[src/rtl/pcm_tdm_pkg.sv]
package pcm_tdm_pkg;

   localparam int unsigned RATE_SEL_W = 3;

   typedef enum logic {
      SYNC_SHORT = 1'b0,
      SYNC_LONG  = 1'b1
   } sync_kind_e;

   // log2 of slots per frame for a sample-rate / interface-rate pair
   function automatic int unsigned frame_slot_log2(input logic wide16,
                                                   input logic [RATE_SEL_W-1:0] sel,
                                                   input int unsigned max_log2);
      int unsigned s;
      s = int'(sel);
      if (wide16) s = (s == 0) ? 0 : s - 1;
      if (s > max_log2) s = max_log2;
      return s;
   endfunction

endpackage

[src/rtl/pcm_frame_counter.sv]
module pcm_frame_counter
   import pcm_tdm_pkg::*;
#(
   parameter  int unsigned SLOT_BITS     = 16,
   parameter  int unsigned MAX_SLOT_LOG2 = 4,
   localparam int unsigned POS_W         = $clog2(SLOT_BITS) + MAX_SLOT_LOG2
) (
   input  logic                  bclk,
   input  logic                  rst_n,
   input  logic                  master_en,
   input  logic                  long_sync,
   input  logic                  rate_16k,
   input  logic [RATE_SEL_W-1:0] if_rate_sel,
   input  logic                  sync_in,
   output logic [POS_W-1:0]      pos,
   output logic [POS_W-1:0]      last_pos,
   output logic                  lock_q,
   output logic                  resync_q
);

   logic             sync_q, sync_qd;
   logic             sync_edge;
   logic [POS_W-1:0] pos_free, pos_target;
   int unsigned      slots_log2;

   always_comb begin
      slots_log2 = frame_slot_log2(rate_16k, if_rate_sel, MAX_SLOT_LOG2);
      last_pos   = POS_W'((SLOT_BITS << slots_log2) - 1);
   end

   // frame sync is sampled on the falling edge
   always_ff @(negedge bclk or negedge rst_n) begin
      if (!rst_n) begin
         sync_q  <= 1'b0;
         sync_qd <= 1'b0;
      end else begin
         sync_q  <= sync_in;
         sync_qd <= sync_q;
      end
   end

   assign sync_edge  = sync_q & ~sync_qd & ~master_en;
   assign pos_free   = (pos == last_pos) ? '0 : pos + 1'b1;
   // short: seen in last bit -> next is bit 0; long: seen in bit 0 -> next is bit 1
   assign pos_target = (sync_kind_e'(long_sync) == SYNC_LONG) ? POS_W'(1) : '0;

   always_ff @(posedge bclk or negedge rst_n) begin
      if (!rst_n) begin
         pos      <= '0;
         lock_q   <= 1'b0;
         resync_q <= 1'b0;
      end else if (sync_edge) begin
         pos    <= pos_target;
         lock_q <= 1'b1;
         if (lock_q && (pos_free != pos_target)) resync_q <= 1'b1;
      end else begin
         pos <= pos_free;
      end
   end

endmodule

[src/rtl/pcm_sync_gen.sv]
module pcm_sync_gen
   import pcm_tdm_pkg::*;
#(
   parameter int unsigned POS_W     = 8,
   parameter int unsigned LONG_BITS = 3
) (
   input  logic             master_en,
   input  logic             long_sync,
   input  logic [POS_W-1:0] pos,
   input  logic [POS_W-1:0] last_pos,
   output logic             sync_out,
   output logic             sync_oe
);

   logic in_long, in_short;

   assign in_long  = (pos < POS_W'(LONG_BITS));
   assign in_short = (pos == last_pos);
   // pos changes on rising edges, so the pulse is launched on a rising edge
   assign sync_out = master_en &
                     ((sync_kind_e'(long_sync) == SYNC_LONG) ? in_long : in_short);
   assign sync_oe  = master_en;

endmodule

[src/rtl/pcm_slot_map.sv]
module pcm_slot_map #(
   parameter int unsigned N_CH   = 3,
   parameter int unsigned BIT_W  = 4,
   parameter int unsigned SLOT_W = 4
) (
   input  logic                   bclk,
   input  logic                   rst_n,
   input  logic                   timing_ok,
   input  logic [N_CH-1:0]        ch_en,
   input  logic [N_CH*SLOT_W-1:0] ch_slot,
   input  logic [BIT_W-1:0]       bit_idx,
   input  logic [SLOT_W-1:0]      slot_idx,
   output logic [N_CH-1:0]        slot_active,
   output logic                   dout_oe
);

   logic fall_odd;
   logic last_bit;

   for (genvar c = 0; c < N_CH; c++) begin : g_ch
      assign slot_active[c] = timing_ok & ch_en[c] &
                              (ch_slot[c*SLOT_W +: SLOT_W] == slot_idx);
   end

   // records whether the latest falling edge fell in an odd bit; the last
   // bit of a slot is odd, the bit before it even
   always_ff @(negedge bclk or negedge rst_n) begin
      if (!rst_n) fall_odd <= 1'b0;
      else        fall_odd <= bit_idx[0];
   end

   assign last_bit = &bit_idx;
   assign dout_oe  = (|slot_active) & ~(last_bit & fall_odd);

endmodule

[src/rtl/pcm_tdm_timing.sv]
module pcm_tdm_timing
   import pcm_tdm_pkg::*;
#(
   parameter int unsigned SLOT_BITS     = 16,
   parameter int unsigned MAX_SLOT_LOG2 = 4,
   parameter int unsigned N_CH          = 3,
   parameter int unsigned LONG_BITS     = 3
) (
   input  logic                          bclk,
   input  logic                          rst_n,
   input  logic                          master_en,
   input  logic                          long_sync,
   input  logic                          rate_16k,
   input  logic [RATE_SEL_W-1:0]         if_rate_sel,
   input  logic [N_CH-1:0]               ch_en,
   input  logic [N_CH*MAX_SLOT_LOG2-1:0] ch_slot,
   input  logic                          sync_in,
   output logic                          sync_out,
   output logic                          sync_oe,
   output logic [$clog2(SLOT_BITS)-1:0]  bit_idx,
   output logic [MAX_SLOT_LOG2-1:0]      slot_idx,
   output logic                          slot_first,
   output logic                          slot_last,
   output logic [N_CH-1:0]               slot_active,
   output logic                          dout_oe,
   output logic                          locked,
   output logic                          resync_seen
);

   localparam int unsigned BIT_W = $clog2(SLOT_BITS);
   localparam int unsigned POS_W = BIT_W + MAX_SLOT_LOG2;

   if (SLOT_BITS < 4 || (SLOT_BITS & (SLOT_BITS - 1)) != 0) begin : g_bad_slot
      $error("SLOT_BITS must be a power of two of at least 4");
   end
   if (LONG_BITS == 0 || LONG_BITS >= SLOT_BITS) begin : g_bad_long
      $error("LONG_BITS must lie between 1 and SLOT_BITS-1");
   end
   if (N_CH == 0 || MAX_SLOT_LOG2 == 0) begin : g_bad_count
      $error("N_CH and MAX_SLOT_LOG2 must be nonzero");
   end

   logic [POS_W-1:0] pos, last_pos;
   logic             lock_q;

   pcm_frame_counter #(
      .SLOT_BITS    (SLOT_BITS),
      .MAX_SLOT_LOG2(MAX_SLOT_LOG2)
   ) u_cnt (
      .bclk       (bclk),
      .rst_n      (rst_n),
      .master_en  (master_en),
      .long_sync  (long_sync),
      .rate_16k   (rate_16k),
      .if_rate_sel(if_rate_sel),
      .sync_in    (sync_in),
      .pos        (pos),
      .last_pos   (last_pos),
      .lock_q     (lock_q),
      .resync_q   (resync_seen)
   );

   pcm_sync_gen #(
      .POS_W    (POS_W),
      .LONG_BITS(LONG_BITS)
   ) u_sync (
      .master_en(master_en),
      .long_sync(long_sync),
      .pos      (pos),
      .last_pos (last_pos),
      .sync_out (sync_out),
      .sync_oe  (sync_oe)
   );

   assign bit_idx    = pos[BIT_W-1:0];
   assign slot_idx   = pos[POS_W-1:BIT_W];
   assign slot_first = (bit_idx == '0);
   assign slot_last  = &bit_idx;
   assign locked     = lock_q & ~master_en;

   pcm_slot_map #(
      .N_CH  (N_CH),
      .BIT_W (BIT_W),
      .SLOT_W(MAX_SLOT_LOG2)
   ) u_map (
      .bclk       (bclk),
      .rst_n      (rst_n),
      .timing_ok  (master_en | lock_q),
      .ch_en      (ch_en),
      .ch_slot    (ch_slot),
      .bit_idx    (bit_idx),
      .slot_idx   (slot_idx),
      .slot_active(slot_active),
      .dout_oe    (dout_oe)
   );

endmodule

[config.mk]
export PLATFORM = sky130hd
export DESIGN_NAME = pcm_tdm_timing
export DESIGN_NICKNAME = d
export VERILOG_FILES = /design/src/rtl/pcm_tdm_pkg.sv /design/src/rtl/pcm_frame_counter.sv /design/src/rtl/pcm_sync_gen.sv /design/src/rtl/pcm_slot_map.sv /design/src/rtl/pcm_tdm_timing.sv
export SDC_FILE = /design/constraint.sdc
export NUM_CORES = 1
export LEC_CHECK = 0
export BUFFER_PORTS_ARGS = -buffer_cell sky130_fd_sc_hd__buf_2
export CAP_MARGIN = 15
export CORE_MARGIN = 2
export CORE_UTILIZATION = 43
export CTS_BUF_LIST = sky130_fd_sc_hd__clkbuf_4 sky130_fd_sc_hd__clkbuf_8 sky130_fd_sc_hd__clkbuf_16
export DETAILED_ROUTE_END_ITERATION = 8
export GPL_TIMING_DRIVEN = 0
export HOLD_SLACK_MARGIN = 0.06
export PLACE_DENSITY = 0.75
export SKIP_CTS_REPAIR_TIMING = 1
export SLEW_MARGIN = 20
export SYNTH_ARGS = -nofsm -noshare
export SYNTH_HDL_FRONTEND = slang
export SYNTH_SLANG_ARGS = --single-unit
[constraint.sdc]
create_clock -name bclk -period 4.05 [get_ports bclk]
set_input_delay 1.0125 -clock bclk [delete_from_list [all_inputs] [get_ports bclk]]
set_output_delay 1.0125 -clock bclk [all_outputs]
set_load 0.01 [all_outputs]
After elaboration in Yosys (flattened, before gate mapping)

Cells that the tools add are included.

Register bits: 13
Logic and storage cells: 46
Output and inout port bits: 18
Input port bits: 24

Bitwise gates (word level): 16
Muxes and demuxes: 7
Shifts and indexed selects: 1
Reduce and logical (&&, ||, !) cells: 6
Add/subtract/negate cells: 3
Equality and inequality tests: 5
Order comparisons: 2

Operator list:

| kind                                                            | count |
|---|---|
| two-way mux 32 bit                                              | 3 |
| greater-than comparator 32 x 3 -> 1 bit (second input constant) | 1 |
| left shift 5 x 32 -> 8 bit (first input constant)               | 1 |
| two-way mux 8 bit                                               | 2 |
| AND 1 bit                                                       | 12 |
| == test 4 bit                                                   | 3 |
| adder 8 x 1 -> 8 bit (second input constant)                    | 1 |
| == test 8 bit                                                   | 1 |
| < comparator 8 x 2 -> 1 bit (second input constant)             | 1 |
| != test 8 bit                                                   | 1 |
| subtractor 8 x 1 -> 8 bit (second input constant)               | 1 |
| logical NOT 4 bit                                               | 1 |
| AND reduction 4 bit                                             | 1 |
| subtractor 3 x 1 -> 4 bit (second input constant)               | 1 |
| logical NOT 3 bit                                               | 1 |
| inverter 1 bit                                                  | 3 |
| OR reduction 3 bit                                              | 1 |
| two-way mux 1 bit                                               | 2 |
| AND reduction 2 bit                                             | 1 |
| logical AND 1 bit                                               | 1 |
| bitwise OR 1 bit                                                | 1 |

Depth between registers and ports, before layout

Depth after elaboration: 12
Depth in mapped cells: 13
Depth with buffers taken out: 13

Cells and area by module

From an unflattened synthesis, not the netlist that was laid out.

Cell total of the unflattened synthesis: 134
Area total of the unflattened synthesis: 1,223.7 µm²

By module, submodules not included:

| module            | instances | sequential area each (µm²) | cells an instance | area each (µm²) |
|---|---|---|---|---|
| pcm_frame_counter | 1         | 300.3                      | 88                | 854.6 |
| pcm_slot_map      | 1         | 25.0                       | 25                | 205.2 |
| pcm_sync_gen      | 1         | 0.0                        | 17                | 128.9 |
| pcm_tdm_timing    | 1         | 0.0                        | 4                 | 35.0 |

==> results_dict.tcl <==
set metrics [dict create \
    cts.sinks 13 \
    cts_buffers 3 \
    n_antenna_cell 0 \
    power.switching_uw 218 \
    drv_slew 0 \
    setup_tns_ns -0.420 \
    holdCritPathClass "flop to flop" \
    post-route-drc-count 0 \
    cts_max_path_buffers 2 \
    h-tree-depth 1 \
    hold_viol 0 \
    synth_top_area_cell "dfrtp_1" \
    grt_pass1_vias 1001 \
    antenna_found_initial 0 \
    netlist_instances 128 \
    firstDrtPassIters 4 \
    grt_use_met1 0.256 \
    finalPower_uw 533 \
    async_flop_share 1.00 \
    cp.arrival_ns 3.46 \
    startpoint_type "primary input" \
    drt-total-wl_mm 2.76 \
    syn_nets 157 \
    port_buffers 41 \
    final_nets 208 \
    avgSynthCellArea_um2 8.34 \
    grt_max_degree 14 \
    rows 18 \
    clock_skew_ns 0.00515 \
    dp_hpwl_mm 2.03 \
    coreArea_um2 2410 \
    place.gp.congestion 0.842 \
    layout_commonest_cell "buf_2" \
    intPower_uw 315 \
    busiest_layer "met2" \
    ys_types 37 \
    drive_above_1_share 0.388 \
    grt_pass1_wl_mm 4.25 \
    outcome "finished, violations left" \
    multi_input_area_um2 737 \
    fin_crit_ns 4.47 \
    timing.max_cap.violations 0 \
    p_sw_frac 0.409 \
    ir_drop_mv 0.255 \
    register_area_um2 325 \
    clkTransAtPathRegs_ns 0.06 \
    rsz0062_at_grt "true" \
    violations "negative setup slack" \
    viasPerCell 5.36 \
    vias 1114 \
    synth_seq_area_share 0.305 \
    die_area_um2 2900 \
    worst_pin_slew_ns 0.471 \
    synth_ff_type "dfrtp_1" \
    fmax_mhz 224 \
    path_max_fanout 5 \
    p_leak_uw 0.000700 \
    grt_usage 0.201 \
    nFillCells 203 \
    yosys_warnings 0 \
    die_y_um 53.8 \
    cts_root_buf "clkbuf_4" \
    fin_util 0.601 \
    cts_tree "built" \
    ys_seq_elements 13 \
    synth_area_leaders "dfrtp_1, xor2_1, xnor2_1, dfrtn_1, ha_1" \
    wire_per_inst_um 13.3 \
    synthesis.area_um2 1070 \
    pwr-share-clk 0.167 \
    grt_use_met2 0.343 \
    worst_setup_path_end_kind "primary output" \
    setup_viol 1 \
    min_period_over_period 1.10 \
    initial_core_util 0.443 \
    layout_common_cells "buf_2, xor2_1, dfrtp_1, xnor2_1, nand2_1" \
    synth_top_area_share 0.234 \
    layout_setup_ws_ns -0.420 \
    power_frac_seq 0.377 \
    io_pins 42 \
    met3_usage 0.0167 \
    drt_iter0_drc 15 \
    crit_required_ns 3.04 \
    clock_latency_ns 0.28 \
    crit_type "primary input to primary output" \
    synth_edf_count 0 \
    postRouteAntennaNets 0 \
    area_growth_pct 35.8 \
    p_per_area_nw_per_um2 368 \
    share_comb_of_total_power 0.456 \
    grt.overflow.total 0 \
    die-width_um 53.8 \
    max-slew-margin-rel 0.686 \
    worst-r2r-setup-slack_ns 0.65 \
]
[power groups by stage]
stage,clock [uW],sequential [uW],combinational (uW)
2_1_floorplan,0,203,147
6_report,88.9,201,243
3_3_place_gp,0,198,230
3_5_place_dp,0,202,237
4_1_cts,93.2,200,239
5_1_grt,96.8,205,272
[sequential cells by signal (all words and copies together) (netlist names)]
| signal | count |
|---|---|
| u_cnt.lock_q | 1 |
| u_cnt.pos | 8 |
| u_cnt.resync_q | 1 |
| u_cnt.sync_q | 1 |
| u_cnt.sync_qd | 1 |
| u_map.fall_odd | 1 |
[cells in the mapped netlist (2+ instances only)]
master / number
a21oi_1: 6
nor3_1: 7
clkbuf_1: 2
nand3_1: 7
and3_1: 3
nor2_1: 8
dfrtn_1: 3
nand2b_1: 2
nand2_1: 9
o21ai_0: 4
buf_1: 2
nor2b_1: 4
buf_2: 2
nor4_1: 4
xnor2_1: 9
inv_1: 6
nand4_1: 2
o31ai_1: 3
or2_2: 2
xor2_1: 12
nor3b_1: 2
dfrtp_1: 10
ha_1: 5
[kinds of logic (layout without fill, tap and decap cells)]
kind of cell,after synthesis,in the layout,synth area share
AO/OA/AOI/OAI,19,19,0.114
XOR/XNOR,21,21,0.172
adder cells (fa/ha/maj),5,5,0.0586
buffers and inverters,13,63,0.0516
flip-flops,13,13,0.305
AND/OR/NAND/NOR,57,57,0.299
[per-stage QoR]
step / cells / setup slack, ns / hold slack, ns / cell area, um^2
finish: 208 / -0.420 / 0.340 / 1450
floorplan: 128 / 0.00567 / 0.306 / 1090
CTS: 203 / -0.561 / 0.336 / 1360
global route: 208 / -0.552 / 0.342 / 1450
detailed placement: 199 / -0.546 / 0.335 / 1330
global placement: 199 / -0.417 / 0.315 / 1330
[worst max-delay path, stage by stage]
cell       delay, ns
buf_12          0.10
nor2_4          0.11
inv_1           0.05
ha_2            0.16
nand2b_4        0.13
a211o_1         0.29
a21oi_2         0.20
nor2_2          0.08
ha_2            0.18
xor2_2          0.15
a21oi_1         0.06
nand4b_1        0.26
nor3b_4         0.38
o2bb2ai_2       0.15
buf_2           0.14
[routing by layer]
| metal | vias up | part of all wire | routed length, um |
|---|---|---|---|
| li1 | 543 | - | - |
| met1 | 532 | 0.43 | 1200 |
| met2 | 34 | 0.51 | 1400 |
| met3 | 5 | 0.047 | 129 |
| met4 | 0 | 0.012 | 33 |
| met5 | - | 0 | 0 |
[worst paths after layout]
kind                                   startpoint                  endpoint  depth (start not counted)
setup / recovery                   if_rate_sel[0]                  sync_out                         15
hold / removal             u_cnt.sync_q$_DFF_NN0_   u_cnt.sync_qd$_DFF_NN0_                          0
setup reg to reg           u_cnt.sync_q$_DFF_NN0_    u_cnt.pos[0]$_DFF_PN0_                          4
hold reg to reg            u_cnt.sync_q$_DFF_NN0_   u_cnt.sync_qd$_DFF_NN0_                          0
max in group asynchronous                   rst_n  u_map.fall_odd$_DFF_NN0_                          1
min in group asynchronous                   rst_n    u_cnt.pos[7]$_DFF_PN0_                          1
[final cells by class]
class / instances / share of cell area
Tap cell: 30 / 0.0259
Sequential cell: 13 / 0.225
Timing Repair Buffer: 46 / 0.182
Multi-Input combinational cell: 102 / 0.509
Clock buffer: 4 / 0.0207
Buffer: 7 / 0.0225
Inverter: 6 / 0.0155
Note: power is estimated with default switching activity, not from simulation.
